`config.mk`:
```
export PLATFORM = sky130hd
export DESIGN_NAME = iter_divider
export DESIGN_NICKNAME = d
export VERILOG_FILES = /design/src/rtl/iter_div_pkg.sv /design/src/rtl/iter_div_prep.sv /design/src/rtl/iter_div_step.sv /design/src/rtl/iter_div_fix.sv /design/src/rtl/iter_divider.sv
export SDC_FILE = /design/constraint.sdc
export NUM_CORES = 1
export LEC_CHECK = 0
export ABC_AREA = 1
export BUFFER_PORTS_ARGS = -buffer_cell sky130_fd_sc_hd__buf_2
export CORE_ASPECT_RATIO = 1.1
export CORE_MARGIN = 3
export CORE_UTILIZATION = 67
export CTS_BUF_LIST = sky130_fd_sc_hd__clkbuf_16
export CTS_CLUSTER_DIAMETER = 60
export DETAILED_ROUTE_END_ITERATION = 8
export PLACE_DENSITY = 0.95
export RECOVER_POWER = 50
export SYNTH_ARGS = -nofsm -noshare
export SYNTH_HDL_FRONTEND = slang
export SYNTH_HIERARCHICAL = 1
export SYNTH_SLANG_ARGS = --single-unit
```
`constraint.sdc`:
```
create_clock -name clk -period 5.25 [get_ports clk]
set_input_delay 1.05 -clock clk [delete_from_list [all_inputs] [get_ports clk]]
set_output_delay 1.05 -clock clk [all_outputs]
set_load 0.02 [all_outputs]
```
`src/rtl/iter_div_pkg.sv`:
```
package iter_div_pkg;
  typedef enum logic [1:0] {
    PH_IDLE = 2'd0,
    PH_STEP = 2'd1,
    PH_CORR = 2'd2,
    PH_FIX  = 2'd3
  } div_phase_e;
endpackage

```
`src/rtl/iter_div_prep.sv`:
```
// Operand conditioning: width extension, magnitudes, result signs and the
// early range check on the high half of the dividend.
module iter_div_prep #(
  parameter int DW = 16
) (
  input  logic [2*DW-1:0] dividend,
  input  logic [DW-1:0]   divisor,
  input  logic            is_signed,
  input  logic            wide,
  output logic [2*DW-1:0] mag_n,
  output logic [DW-1:0]   mag_d,
  output logic            neg_q,
  output logic            neg_r,
  output logic            pre_ovf
);
  localparam int NW = 2 * DW;

  logic [NW-1:0] ext_n;
  logic          sn, sd;

  always_comb begin
    if (wide)
      ext_n = dividend;
    else if (is_signed)
      ext_n = {{DW{dividend[DW-1]}}, dividend[DW-1:0]};
    else
      ext_n = {{DW{1'b0}}, dividend[DW-1:0]};
    sn      = is_signed & ext_n[NW-1];
    sd      = is_signed & divisor[DW-1];
    mag_n   = sn ? (~ext_n + NW'(1)) : ext_n;
    mag_d   = sd ? (~divisor + DW'(1)) : divisor;
    neg_q   = sn ^ sd;
    neg_r   = sn;
    // a high half not below the divisor (including a zero divisor) cannot
    // give a quotient that fits in DW bits
    pre_ovf = (mag_n[NW-1:DW] >= mag_d);
  end
endmodule

```
`src/rtl/iter_div_step.sv`:
```
// One non-restoring iteration: shift, then add or subtract by sign.
module iter_div_step #(
  parameter int DW = 16
) (
  input  logic [DW+1:0] p_in,
  input  logic [DW-1:0] a_in,
  input  logic [DW-1:0] d_in,
  output logic [DW+1:0] p_out,
  output logic [DW-1:0] a_out
);
  localparam int PW = DW + 2;

  logic [PW-1:0] shifted;
  logic [PW-1:0] dx;

  always_comb begin
    shifted = {p_in[PW-2:0], a_in[DW-1]};
    dx      = {2'b00, d_in};
    p_out   = p_in[PW-1] ? (shifted + dx) : (shifted - dx);
    a_out   = {a_in[DW-2:0], ~p_out[PW-1]};
  end
endmodule

```
`src/rtl/iter_div_fix.sv`:
```
// Sign application and signed range check on the magnitude results.
module iter_div_fix #(
  parameter int DW = 16
) (
  input  logic [DW-1:0] q_mag,
  input  logic [DW-1:0] r_mag,
  input  logic          neg_q,
  input  logic          neg_r,
  input  logic          is_signed,
  input  logic          pre_ovf,
  output logic [DW-1:0] q_out,
  output logic [DW-1:0] r_out,
  output logic          ovf_out
);
  logic sig_ovf;

  always_comb begin
    q_out   = neg_q ? (~q_mag + DW'(1)) : q_mag;
    r_out   = neg_r ? (~r_mag + DW'(1)) : r_mag;
    // a signed magnitude with the top bit set fits only as the most negative value
    sig_ovf = is_signed & q_mag[DW-1] & ~(neg_q & (q_mag[DW-2:0] == '0));
    ovf_out = pre_ovf | sig_ovf;
  end
endmodule

```
`src/rtl/iter_divider.sv`:
```
module iter_divider #(
  parameter int DW = 16
) (
  input  logic            clk,
  input  logic            rst_n,
  input  logic            start,
  input  logic            stall,
  input  logic            is_signed,
  input  logic            wide,
  input  logic [2*DW-1:0] dividend,
  input  logic [DW-1:0]   divisor,
  output logic            busy,
  output logic            done,
  output logic            ovf,
  output logic [DW-1:0]   quotient,
  output logic [DW-1:0]   remainder
);
  import iter_div_pkg::*;

  localparam int NW = 2 * DW;
  localparam int PW = DW + 2;
  localparam int CW = $clog2(DW);
  localparam logic [CW-1:0] LAST_STEP = CW'(DW - 1);

  div_phase_e    phase_q, phase_d;
  logic [CW-1:0] cnt_q, cnt_d;
  logic [PW-1:0] p_q, p_d;
  logic [DW-1:0] a_q, a_d;
  logic [DW-1:0] d_q, d_d;
  logic          negq_q, negq_d, negr_q, negr_d;
  logic          sgn_q, sgn_d, povf_q, povf_d, ovf_q, ovf_d;
  logic          advance;

  logic [NW-1:0] mag_n;
  logic [DW-1:0] mag_d;
  logic          prep_negq, prep_negr, prep_povf;
  logic [PW-1:0] step_p;
  logic [DW-1:0] step_a;
  logic [DW-1:0] fix_q, fix_r;
  logic          fix_ovf;

  iter_div_prep #(.DW(DW)) u_prep (
    .dividend (dividend),
    .divisor  (divisor),
    .is_signed(is_signed),
    .wide     (wide),
    .mag_n    (mag_n),
    .mag_d    (mag_d),
    .neg_q    (prep_negq),
    .neg_r    (prep_negr),
    .pre_ovf  (prep_povf)
  );

  iter_div_step #(.DW(DW)) u_step (
    .p_in (p_q),
    .a_in (a_q),
    .d_in (d_q),
    .p_out(step_p),
    .a_out(step_a)
  );

  iter_div_fix #(.DW(DW)) u_fix (
    .q_mag    (a_q),
    .r_mag    (p_q[DW-1:0]),
    .neg_q    (negq_q),
    .neg_r    (negr_q),
    .is_signed(sgn_q),
    .pre_ovf  (povf_q),
    .q_out    (fix_q),
    .r_out    (fix_r),
    .ovf_out  (fix_ovf)
  );

  assign advance = ~stall;

  // next-state logic
  always_comb begin
    phase_d = phase_q;
    cnt_d   = cnt_q;
    p_d     = p_q;
    a_d     = a_q;
    d_d     = d_q;
    negq_d  = negq_q;
    negr_d  = negr_q;
    sgn_d   = sgn_q;
    povf_d  = povf_q;
    ovf_d   = ovf_q;
    unique case (phase_q)
      PH_IDLE: begin
        if (start) begin
          p_d     = {2'b00, mag_n[NW-1:DW]};
          a_d     = mag_n[DW-1:0];
          d_d     = mag_d;
          negq_d  = prep_negq;
          negr_d  = prep_negr;
          sgn_d   = is_signed;
          povf_d  = prep_povf;
          cnt_d   = '0;
          phase_d = PH_STEP;
        end
      end
      PH_STEP: begin
        p_d   = step_p;
        a_d   = step_a;
        cnt_d = cnt_q + CW'(1);
        if (cnt_q == LAST_STEP) phase_d = PH_CORR;
      end
      PH_CORR: begin
        if (p_q[PW-1]) p_d = p_q + {2'b00, d_q};
        phase_d = PH_FIX;
      end
      PH_FIX: begin
        a_d     = fix_q;
        p_d     = {2'b00, fix_r};
        ovf_d   = fix_ovf;
        phase_d = PH_IDLE;
      end
      default: phase_d = PH_IDLE;
    endcase
  end

  // state registers with explicit clock enable
  always_ff @(posedge clk or negedge rst_n) begin
    if (!rst_n) begin
      phase_q <= PH_IDLE;
      cnt_q   <= '0;
      p_q     <= '0;
      a_q     <= '0;
      d_q     <= '0;
      negq_q  <= 1'b0;
      negr_q  <= 1'b0;
      sgn_q   <= 1'b0;
      povf_q  <= 1'b0;
      ovf_q   <= 1'b0;
    end else if (advance) begin
      phase_q <= phase_d;
      cnt_q   <= cnt_d;
      p_q     <= p_d;
      a_q     <= a_d;
      d_q     <= d_d;
      negq_q  <= negq_d;
      negr_q  <= negr_d;
      sgn_q   <= sgn_d;
      povf_q  <= povf_d;
      ovf_q   <= ovf_d;
    end
  end

  assign busy      = (phase_q != PH_IDLE);
  assign done      = (phase_q == PH_FIX) & ~stall;
  assign quotient  = (phase_q == PH_FIX) ? fix_q   : a_q;
  assign remainder = (phase_q == PH_FIX) ? fix_r   : p_q[DW-1:0];
  assign ovf       = (phase_q == PH_FIX) ? fix_ovf : ovf_q;

  // assertions
  AST_ACCEPT_START: assert property (@(posedge clk) disable iff (!rst_n)
    (!busy && start && !stall) |=> (busy && phase_q == PH_STEP && cnt_q == '0));

  AST_REM_BELOW_DIVISOR: assert property (@(posedge clk) disable iff (!rst_n)
    (phase_q == PH_FIX && !povf_q) |-> (!p_q[PW-1] && (p_q < {2'b00, d_q})));

  AST_DONE_SINGLE: assert property (@(posedge clk) disable iff (!rst_n)
    done |=> !done);

  AST_STALL_FREEZE: assert property (@(posedge clk) disable iff (!rst_n)
    stall |=> ($stable(phase_q) && $stable(cnt_q) && $stable(p_q) && $stable(a_q)));

  AST_BUSY_IGNORES_START: assert property (@(posedge clk) disable iff (!rst_n)
    (phase_q == PH_STEP && start && !stall && cnt_q != LAST_STEP)
      |=> (phase_q == PH_STEP && cnt_q == $past(cnt_q) + CW'(1)));

  AST_RESULT_HOLD: assert property (@(posedge clk) disable iff (!rst_n)
    (!busy && !(start && !stall))
      |=> ($stable(quotient) && $stable(remainder) && $stable(ovf)));
endmodule

```
==> summary.txt, run 1 <==
Run status
  – Run status: complete, but fails checks
  – Failing checks: DRC, capacitance limit, slew limit

Power
  – Net switching share of the total power: 0.598
  – Worst IR Drop VDD: 0.000444 V
  – Clk network pwr share: 0.079
  – Part of the power in combinational logic: 0.754
  – Switching power of the nets: 4.12 mW
  – Cell area power density: 737 nW/µm²
  – Part of the total power dissipated in sequential elements: 0.167
  – Power Internal: 2.77 mW
  – Leakage power figure: 5.44 nW

Clocking
  – Hold_buf cts: 0
  – Clock Path Buffers: 2
  – CTS H-tree depth: 3
  – Clock slew at the register clock pins of the worst setup and hold paths: 0.06 ns
  – Root Buffer: clkbuf_16
  – Count of clock tree sinks: 61
  – Post-CTS sizing: 0
  – TritonCTS Buffers: 9
  – CTS tree: yes
  – Postcts setup bufs: 0
  – Clock latency on the worst-skew pair: 0.35 ns

Timing
  – Unrepaired setup endpoints after global routing: false
  – Final worst slack: 1.38 ns
  – Hold Fails Final Rpt: 0
  – Max-slew headroom at the worst pin: -0.458
  – Number of failing setup endpoints in the final timing report: 0
  – Setup TNS: 0 ns
  – Top achievable clock speed: 258 MHz
  – Measured slew at the worst slew-check pin: 2.19 ns
  – Post-route clock skew: 0.00655 ns
  – Minimum clock period after layout: 3.87 ns
  – Final Slew Violations: 33
  – Final Cycle Share: 0.737

Floorplanning
  – Vert. Die Dim: 126 µm
  – Initial core utilization: 0.692
  – Floorplan Core Area: 12800 µm²
  – Ports placed on the boundary: 89
  – Num rows: 43
  – Full die area: 14600 µm²
  – Width of the die: 115 µm

Global route
  – Vias in the first global route: 9057
  – Maximum number of pins on one net before global-route repair: 62
  – GRT Residual Overflow: 0
  – GRT Resource Usage Total: 0.357
  – Antenna violations before repair: 0
  – Global-route wire length before repair: 42.5 mm

Synth
  – Fraction of registers with async set/reset: 1.00
  – Cell count after synthesis: 1514
  – Count of flip-flops with a built-in enable after synthesis: 0
  – Synth cell types: 51
  – Sequential fraction of the synthesis area: 0.173
  – Most instantiated flip-flop cell in the synthesis netlist: dfrtp_1
  – Yosys synthesis warning count: 6
  – Mean Syn Cell Area: 5.83 µm²
  – Cell area after synthesis: 8830 µm²
  – Number of flip-flops and latches in the synthesized netlist: 61
  – Post-synth net total: 1629

Route
  – Vias: 9834
  – Wire per inst: 15.0 µm
  – Drt pass-1 iters: 9
  – # DRC: 1
  – Count of nets left with antenna violations after detail routing: 0
  – Number of DRC violations after detailed-routing iteration 0: 1058
  – Total detailed-routing wirelength: 25.9 mm
  – Average via count per standard cell: 5.71

Placement
  – I/O Buffers: 88
  – Weighted congestion reported at the end of routability-driven placement: 0.994
  – Dpl ws: 1.56 ns
  – Placed inst area: 9130 µm²
  – Half-perimeter wire length of the detailed placement result: 19.9 mm

Cells and area
  – Share of layout cells above drive strength 1: 0.103
  – P&R area growth vs syn: 5.88%
  – Total inserted antenna cells: 0
  – Final core utilization: 0.733
  – Number of nets in the final layout: 1674
  – Fillers: 1076
  – Non-Filler Cell Area, Final: 9350 µm²

Worst setup path
  – Crit path arrival time: 3.95 ns
  – Required time at the endpoint of the critical path: 5.33 ns
  – Launch point of the worst reg-to-reg path: phase_q[0]
  – Start point of the critical path: phase_q[0]
  – Crit end category: flop
  – Crit start category: flop
  – Worst-path fanout max: 36
  – Critical Path, Cell by Cell: inv_1, ha_1, inv_4, o21ai_0, a21oi_1, a41oi_1
  – Type of the worst setup path: reg -> reg
  – CP peak stage delay: 1.76 ns
  – CP max stage cell: a21oi_1

Flow run
  – Max-cap violation count: 1

Hold path
  – Hold Path Class: reg -> reg
  – Startpoint of the tightest hold check path: povf_q
## synthesized netlist by cell type (4+ instances only)
library cell | number | share of area
nor3_1 | 12 | 0.0068
clkbuf_1 | 6 | 0.0026
nand2_2 | 8 | 0.0057
inv_2 | 5 | 0.0021
o21ai_0 | 45 | 0.026
nor2_4 | 6 | 0.0077
nand2_4 | 6 | 0.0077
o21ai_1 | 9 | 0.0051
nand4_1 | 19 | 0.013
o21ai_2 | 4 | 0.0040
buf_6 | 5 | 0.0064
o211ai_1 | 4 | 0.0034
buf_4 | 24 | 0.020
xor2_1 | 50 | 0.050
buf_1 | 4 | 0.0017
dfrtp_1 | 61 | 0.17
buf_2 | 18 | 0.010
nor2_2 | 11 | 0.0078
inv_1 | 186 | 0.079
a41oi_1 | 17 | 0.017
ha_1 | 59 | 0.084
a21oi_1 | 52 | 0.029
nand2_1 | 613 | 0.26
xnor2_1 | 20 | 0.020
nand3_1 | 93 | 0.053
nand3b_1 | 6 | 0.0051
nor2_1 | 135 | 0.057
## power groups by stage
stage,Clock [mW],Combinational [mW],Sequential [mW]
after detailed placement,0,5.03,1.14
after global placement,0,4.90,1.13
after global routing,0.561,5.76,1.18
final,0.543,5.19,1.15
after CTS,0.542,5.08,1.13
after floorplan,0,4.03,0.956
## worst max-delay path, delay by kind of cell (launching register included)
family	cells	cell delay, ns
AOI/OAI and AO/OA	3	2.50
adders and majority gates	1	0.27
DFF	1	0.37
buffers and inverters	2	0.45
## cell usage in the layout (no fill, tap or decap), drive strengths merged
master      n
xor2       51
clkinvlp    2
nand3b      6
clkbuf      9
or2         3
o211ai      4
a41oi      17
nor3b       1
o21ai      61
inv       195
clkinv      4
nor2      152
buf        91
xnor2      20
o31ai       2
nor4        1
o22ai       1
a21boi      1
a22o        1
nand2     627
a21oi      54
a31oi       2
dfrtp      61
and2        2
a21o        2
ha         59
and3        1
nor3       13
fa          2
nand3      96
nand4      19
o21bai      4
## layer usage
metal | track usage | wire [µm] | vias to the layer above
met5 | 0 | 0 | -
met4 | 0.191 | 1450 | 0
met3 | 0.0568 | 2090 | 119
met2 | 0.572 | 11700 | 546
met1 | 0.459 | 10600 | 4337
li1 | - | - | 4832
## through the flow
stage | power, mW | cells | hold slack (ns)
6_report | 6.89 | 1721 | 0.477
5_1_grt | 7.50 | 1721 | 0.487
4_1_cts | 6.75 | 1721 | 0.471
3_5_place_dp | 6.16 | 1705 | 0.458
3_3_place_gp | 6.03 | 1705 | 0.457
2_1_floorplan | 4.99 | 1514 | 0.442
## final timing paths
check                           depth (start not counted)         end  slack [ns]
worst min-delay path                                    2      povf_q        0.48
worst max register to register                          6     a_q[15]        1.38
worst min register to register                          2      povf_q        0.48
max in group asynchronous                               2  phase_q[1]        3.80
min in group asynchronous                               2     p_q[10]        0.88
worst max-delay path                                    6     a_q[15]        1.38
## sequential cells by signal (all words and copies together), names as in the netlist
signal	flops
cnt_q	4
p_q	18
sgn_q	1
phase_q	2
d_q	16
negq_q	1
povf_q	1
ovf_q	1
a_q	16
negr_q	1
## cells by family (layout without fill, tap and decap cells)
logic type / Yosys count / count (layout) / share of synthesized area
compound gates: 149 / 149 / 0.106
xor+xnor: 71 / 71 / 0.0713
fa+ha+maj: 61 / 61 / 0.0881
buf+inv: 251 / 301 / 0.125
flops: 61 / 61 / 0.173
simple gates: 921 / 921 / 0.438
## cell type report
cell class              count  area, µm²  share of cell area
flip-flops and latches     61       1530               0.163
clock buffers               9        225              0.0241
inverters                 194        736              0.0787
well taps                 157        196              0.0210
repair buffers             91        463              0.0495
multi-input cells        1202       6160               0.659
clock inverters             7       41.3             0.00442
(Power assumes the default switching activity.)
==> inputs of run 2 (changes only) <==
--- a/config.mk
+++ b/config.mk
@@ -9,11 +9,11 @@
 export BUFFER_PORTS_ARGS = -buffer_cell sky130_fd_sc_hd__buf_2
 export CORE_ASPECT_RATIO = 1.1
 export CORE_MARGIN = 3
-export CORE_UTILIZATION = 67
+export CORE_UTILIZATION = 56
 export CTS_BUF_LIST = sky130_fd_sc_hd__clkbuf_16
 export CTS_CLUSTER_DIAMETER = 60
 export DETAILED_ROUTE_END_ITERATION = 8
-export PLACE_DENSITY = 0.95
+export PLACE_DENSITY = 0.88
 export RECOVER_POWER = 50
 export SYNTH_ARGS = -nofsm -noshare
 export SYNTH_HDL_FRONTEND = slang
==> constraint.sdc (replaced) <==
create_clock -name clk -period 3.3 [get_ports clk]
set_input_delay 0.66 -clock clk [delete_from_list [all_inputs] [get_ports clk]]
set_output_delay 0.66 -clock clk [all_outputs]
set_load 0.02 [all_outputs]
==> run 2 against run 1 <==
The flow now finishes without violations. Clock skew rose by 0.0011 ns. Critical path depth did not move. Sequential power rose by 54%. Cell area rose by 1.9%. Cell count rose by 2.8%. Global-route usage fell by 6.1 points. Register-to-register slack got worse by 1.0 ns. Critical path type is now reg -> out.
==> summary.txt, run 2 (synthesized netlist as in run 1, its figures left out) <==
Run status
  – Run status: complete, no violations

Floorplanning
  – Width of the die: 126 µm (+8.9%)
  – Full die area: 17300 µm² (+19%)
  – Ports placed on the boundary: 89 (unchanged)
  – Vert. Die Dim: 138 µm (+8.9%)
  – Floorplan Core Area: 15200 µm² (+19%)
  – Initial core utilization: 0.580 (-0.113)
  – Num rows: 47 (+9.3%)

Timing
  – Unrepaired setup endpoints after global routing: false
  – Minimum clock period after layout: 2.99 ns
  – Post-route clock skew: 0.00762 ns (+0.00106 ns)
  – Measured slew at the worst slew-check pin: 1.15 ns (-1.04 ns)
  – Final Cycle Share: 0.905
  – Final Slew Violations: 0 (-100%)
  – Setup TNS: 0 ns (unchanged)
  – Max-slew headroom at the worst pin: 0.236 (+0.694)
  – Number of failing setup endpoints in the final timing report: 0 (unchanged)
  – Top achievable clock speed: 335 MHz
  – Final worst slack: 0.315 ns (-1.07 ns)
  – Hold Fails Final Rpt: 0 (unchanged)

Cells and area
  – Number of nets in the final layout: 1684 (+0.60%)
  – Commonest non-fill, non-tap cells in the layout: nand2_1 (613), inv_1 (187), nor2_1 (136)
  – Sequential standard cell area: 1530 µm² (unchanged)
  – Multi-input gate area: 6170 µm² (+0.20%)
  – Non-Filler Instances: 1769 (+2.8%)
  – Largest register by flop count: p_q
  – Largest registers ranked by flip-flop count: p_q: 18 flops, a_q: 16 flops, d_q: 16 flops
  – Most common cell after layout, fill and taps aside: nand2_1
  – Non-Filler Cell Area, Final: 9530 µm² (+1.9%)
  – Total inserted antenna cells: 0 (unchanged)
  – Fillers: 1459 (+36%)
  – Max FFs per register: 18 (unchanged)
  – Share of layout cells above drive strength 1: 0.107 (+0.00386)
  – P&R area growth vs syn: 7.92%

Route
  – # DRC: 0 (-1)
  – Drt pass-1 iters: 6 (-3)
  – Vias: 9770 (-0.65%)
  – Wire per inst: 14.5 µm (-3.4%)
  – Total detailed-routing wirelength: 25.7 mm (-0.75%)
  – Number of DRC violations after detailed-routing iteration 0: 1066 (+0.76%)
  – Average via count per standard cell: 5.52 (-3.3%)
  – Count of nets left with antenna violations after detail routing: 0 (unchanged)

Worst setup path
  – Critical Path, Cell by Cell: ha_1, inv_1, clkbuf_1, nand2_1, nand2_1, buf_2
  – Required time at the endpoint of the critical path: 2.64 ns (-2.69 ns)
  – Crit end category: output port
  – Start point of the critical path: phase_q[0]
  – Critical path destination: quotient[3]
  – Worst-path fanout max: 17 (-53%)
  – Crit path top cell by count: nand2_1
  – Worst Reg-to-Reg Cells: 17 (+11)
  – Type of the worst setup path: reg -> out
  – CP max stage cell: clkbuf_1
  – CP peak stage delay: 0.61 ns (-1.15 ns)
  – Register-to-Register Setup Slack: 0.35 ns (-1.03 ns)
  – Crit path arrival time: 2.33 ns (-1.62 ns)
  – Launch point of the worst reg-to-reg path: d_q[0]
  – Worst R2R End: p_q[10]
  – Crit start category: flop

Placement
  – Placed inst area: 9260 µm² (+1.5%)
  – Dpl ws: 0.0810 ns (-1.48 ns)
  – Weighted congestion reported at the end of routability-driven placement: 0.979 (-1.5%)
  – Half-perimeter wire length of the detailed placement result: 20.5 mm (+2.9%)
  – Number of placed instances, taps included: 1754 (+2.9%)
  – I/O Buffers: 88 (unchanged)

Global route
  – Antenna violations before repair: 1 (+1)
  – Maximum number of pins on one net before global-route repair: 43 (-31%)
  – GRT Residual Overflow: 0 (unchanged)
  – Global-route wire length before repair: 42.1 mm (-0.99%)
  – Vias in the first global route: 8976 (-0.89%)
  – GRT Resource Usage Total: 0.296 (-0.0613)

Clocking
  – Hold_buf cts: 0 (unchanged)
  – Count of clock tree sinks: 61 (unchanged)
  – TritonCTS Buffers: 9 (unchanged)
  – CTS tree: yes
  – CTS H-tree depth: 3 (unchanged)
  – Post-CTS sizing: 0 (unchanged)
  – Root Buffer: clkbuf_16
  – Clock slew at the register clock pins of the worst setup and hold paths: 0.06 ns (about the same)
  – Postcts setup bufs: 0 (unchanged)
  – Clock latency on the worst-skew pair: 0.34 ns (about the same)
  – Clock Path Buffers: 2 (unchanged)

Flow run
  – Max-cap violation count: 0 (-1)

Power
  – Power after layout: 11.1 mW (+61%)
  – Leakage power figure: 5.51 nW (+1.3%)
  – Cell area power density: 1160 nW/µm² (+58%)
  – Worst IR Drop VDD: 0.000415 V (-6.4%)

Hold path
  – Hold Path Class: in -> async
-- run 2: through the flow --
stage	hold WS, ns	utilization
6_report	0.527	0.626
5_1_grt	0.547	0.626
4_1_cts	0.281	0.628
3_5_place_dp	0.518	0.608
3_3_place_gp	0.493	0.608
2_1_floorplan	0.364	-
-- run 2: critical path: cells and delay by family, from the launching register on --
kind / cells / cell delay (ns)
adder cells (fa/ha/maj): 1 / 0.42
flip-flops: 1 / 0.40
AND/OR/NAND/NOR: 2 / 0.23
buffers and inverters: 3 / 0.94
-- run 2: how the worst min path moves through the flow --
stage / startpoint / endpoint / slack [ns]
detailed placement: sgn_q / sgn_q / 0.52
finish: rst_n / a_q[10] / 0.53
CTS: rst_n / a_q[10] / 0.28
floorplan: rst_n / a_q[0] / 0.36
global placement: sgn_q / sgn_q / 0.49
global route: cnt_q[0] / cnt_q[0] / 0.55
-- run 2: power by group --
group	internal [mW]	switching [mW]	total [mW]
clock	0.650	0.341	0.990
sequential	1.10	0.663	1.77
combinational	2.86	5.48	8.33
-- run 2: final cells by class --
type                    instances  share of cell area
flip-flops and latches         61               0.160
well taps                     196              0.0257
multi-input cells            1202               0.648
repair buffers                101              0.0570
clock buffers                   9              0.0236
clock inverters                 6             0.00840
inverters                     194              0.0772
-- run 2: metal layers --
layer / wire, µm / track usage / vias up
li1: - / - / 4857
met1: 10900 / 0.383 / 4403
met2: 11700 / 0.495 / 436
met3: 2320 / 0.0551 / 72
met4: 747 / 0.107 / 2
met5: 13 / 0 / -
==> inputs of run 3 (changes only) <==
--- a/config.mk
+++ b/config.mk
@@ -13,9 +13,8 @@
 export CTS_BUF_LIST = sky130_fd_sc_hd__clkbuf_16
 export CTS_CLUSTER_DIAMETER = 60
 export DETAILED_ROUTE_END_ITERATION = 8
-export PLACE_DENSITY = 0.88
+export PLACE_DENSITY = 0.89
 export RECOVER_POWER = 50
 export SYNTH_ARGS = -nofsm -noshare
 export SYNTH_HDL_FRONTEND = slang
-export SYNTH_HIERARCHICAL = 1
 export SYNTH_SLANG_ARGS = --single-unit
==> run 3 against run 2 <==
The flow now finishes with violations (capacitance limit, slew limit). Sequential power decreased by 7%. Clock power is 3.8% lower. Power is 11% lower. Hold slack got worse by 0.015 ns. Clock skew is 0.0037 ns higher. Largest power group unchanged.
==> summary.txt, run 3 <==
Run status
  – Run status: complete, but fails checks
  – Failing checks: capacitance limit, slew limit

Route
  – Drt pass-1 iters: 7 (+1)
  – Number of DRC violations after detailed-routing iteration 0: 920 (-14%)
  – Total detailed-routing wirelength: 27.3 mm (+6.4%)
  – Count of nets left with antenna violations after detail routing: 0 (unchanged)
  – Wire per inst: 15.9 µm (+9.6%)
  – Average via count per standard cell: 5.79 (+4.8%)
  – Vias: 9946 (+1.8%)
  – # DRC: 0 (unchanged)

Global route
  – Vias in the first global route: 9314 (+3.8%)
  – Maximum number of pins on one net before global-route repair: 31 (-28%)
  – GRT Residual Overflow: 0 (unchanged)
  – Antenna violations before repair: 0 (-1)
  – Global-route wire length before repair: 44.1 mm (+4.7%)
  – GRT Resource Usage Total: 0.334 (+0.0383)

Clocking
  – Count of clock tree sinks: 61 (unchanged)
  – Clock latency on the worst-skew pair: 0.34 ns (about the same)
  – Clock slew at the register clock pins of the worst setup and hold paths: 0.06 ns (about the same)
  – TritonCTS Buffers: 9 (unchanged)
  – Hold_buf cts: 0 (unchanged)
  – CTS tree: yes
  – Clock Path Buffers: 2 (unchanged)
  – CTS H-tree depth: 3 (unchanged)
  – Root Buffer: clkbuf_16

Timing
  – Number of failing setup endpoints in the final timing report: 0 (unchanged)
  – Hold_ws: 0.511 ns (-0.0155 ns)
  – Top achievable clock speed: 318 MHz (-4.9%)
  – Minimum clock period after layout: 3.14 ns (+0.155 ns)
  – Unrepaired setup endpoints after global routing: false
  – Final Slew Violations: 31 (+31)
  – Final Cycle Share: 0.952 (+0.0469)
  – Max-slew headroom at the worst pin: -0.100 (-0.337)
  – Post-route clock skew: 0.0114 ns (+0.00374 ns)
  – Measured slew at the worst slew-check pin: 1.65 ns (+0.505 ns)
  – Setup TNS: 0 ns (unchanged)
  – Hold Fails Final Rpt: 0 (unchanged)
  – Final worst slack: 0.160 ns (-0.155 ns)

Synth
  – Mean Syn Cell Area: 5.80 µm² (-0.48%)
  – Cell type contributing the most total cell area after synthesis: nand2_1
  – Cell count after synthesis: 1443 (-4.7%)
  – Sequential fraction of the synthesis area: 0.182 (+0.00937)
  – Most used standard cells in the synthesized netlist: nand2_1 (414), inv_1 (189), nand3_1 (155)
  – Top cell type's share of synthesized area: 0.186 (-0.0751)
  – Yosys synthesis warning count: 0 (-6)
  – Count of flip-flops with a built-in enable after synthesis: 0 (unchanged)
  – Most instantiated flip-flop cell in the synthesis netlist: dfrtp_1
  – Cell area after synthesis: 8380 µm² (-5.1%)
  – Fraction of registers with async set/reset: 1.00 (unchanged)
  – Synth cell types: 49 (-3.9%)
  – Number of flip-flops and latches in the synthesized netlist: 61 (unchanged)
  – Top-count cell post-synth: nand2_1
  – Most area-consuming cells after synthesis: nand2_1 (19%), dfrtp_1 (18%), nand3_1 (9.3%), ha_1 (9.0%), inv_1 (8.5%)
  – Post-synth net total: 1559 (-4.3%)

Cells and area
  – Total inserted antenna cells: 0 (unchanged)
  – Most common cell after layout, fill and taps aside: nand2_1
  – Max FFs per register: 18 (unchanged)
  – Largest registers ranked by flip-flop count: p_q: 18 flops, a_q: 16 flops, d_q: 16 flops
  – Number of nets in the final layout: 1637 (-2.8%)
  – Sequential standard cell area: 1530 µm² (unchanged)
  – Final core utilization: 0.636 (+0.0101)
  – Multi-input gate area: 5880 µm² (-4.7%)
  – Share of layout cells above drive strength 1: 0.102 (-0.00457)
  – P&R area growth vs syn: 10.5%
  – Largest register by flop count: p_q
  – Commonest non-fill, non-tap cells in the layout: nand2_1 (414), inv_1 (190), nand3_1 (155)
  – Fillers: 1410 (-3.4%)

Power
  – Worst IR Drop VDD: 0.000514 V (+24%)
  – Leakage power figure: 5.00 nW (-9.2%)
  – Cell area power density: 1070 nW/µm² (-8.4%)

Floorplanning
  – Width of the die: 123 µm (-2.5%)
  – Num rows: 46 (-2.1%)
  – Ports placed on the boundary: 89 (unchanged)
  – Full die area: 16500 µm² (-4.9%)
  – Initial core utilization: 0.575 (-0.00454)
  – Vert. Die Dim: 134 µm (-2.5%)
  – Floorplan Core Area: 14600 µm² (-4.4%)

Worst setup path
  – Type of the worst setup path: reg -> out
  – Crit end category: output port
  – Start point of the critical path: a_q[1]
  – Crit path arrival time: 2.48 ns (+0.15 ns)
  – Register-to-Register Setup Slack: 0.27 ns (-0.08 ns)
  – Worst-path fanout max: 5 (-12)
  – Launch point of the worst reg-to-reg path: d_q[0]
  – Required time at the endpoint of the critical path: 2.64 ns (about the same)
  – Crit start category: flop

Hold path
  – Hold Path Class: reg -> reg
  – Startpoint of the tightest hold check path: sgn_q

Placement
  – Weighted congestion reported at the end of routability-driven placement: 1.06 (+7.9%)
  – Dpl ws: 0.157 ns (+0.0757 ns)
  – Half-perimeter wire length of the detailed placement result: 21.9 mm (+6.9%)
  – I/O Buffers: 88 (unchanged)

Flow run
  – Max-cap violation count: 1 (+1)
run 3: path summary, 6_finish.rpt:
| check | endpoint | cells after the start |
|---|---|---|
| max | ovf | 10 |
| min | sgn_q | 2 |
| max reg2reg | p_q[17] | 18 |
| min reg2reg | sgn_q | 2 |
| max in group asynchronous | povf_q | 2 |
| min in group asynchronous | cnt_q[2] | 1 |
run 3: layer usage:
metal  GRT usage  vias up  share of wire  routed length [µm]
li1            -     4877              -                   -
met1       0.409     4483           0.40               10800
met2       0.568      488           0.48               13000
met3      0.0590       98          0.084                2300
met4       0.154        0          0.044                1190
met5           0        -              0                   0
run 3: layout make-up:
type | instances | share of cell area
multi-input cells | 1144 | 0.635
inverters | 198 | 0.0806
clock inverters | 7 | 0.00784
well taps | 192 | 0.0259
repair buffers | 107 | 0.0612
clock buffers | 9 | 0.0243
flip-flops and latches | 61 | 0.165
run 3: cells by family (layout without fill, tap and decap cells):
group           count (synthesis)  in the layout  synth area share
xor+xnor                       33             33            0.0345
compound gates                256            256             0.165
fa+ha+maj                      62             62            0.0944
flops                          61             61             0.182
simple gates                  793            793             0.409
buf+inv                       238            321             0.115
run 3: power by group:
group,internal [mW],switching (mW)
clock,0.586,0.365
sequential,1.10,0.537
combinational,2.40,4.87
run 3: what timing repair did:
item / 4_1_cts / 5_1_grt
gates resized for setup: 0 / 3
buffers inserted: 0 / 0
endpoints found under the setup margin: 0 / 4
run 3: through the flow:
step                      instance area (µm²)  std cells  power [mW]
after floorplan                          8380       1443        6.77
after global placement                   8980       1702        8.56
after detailed placement                 8980       1702        8.70
after CTS                                9280       1718        9.70
after global routing                     9260       1718        10.8
final                                    9260       1718        9.87
run 3: worst max-delay path, stage by stage, from the launching register on:
cell and delay (ns):
dfrtp_1 0.39, inv_1 0.14, ha_1 0.19, nand3_1 0.10, inv_1 0.08, nand2_1 0.10, nor3_2 0.26, nand3_1 0.22
o211ai_1 0.34, a22oi_1 0.11, buf_2 0.20
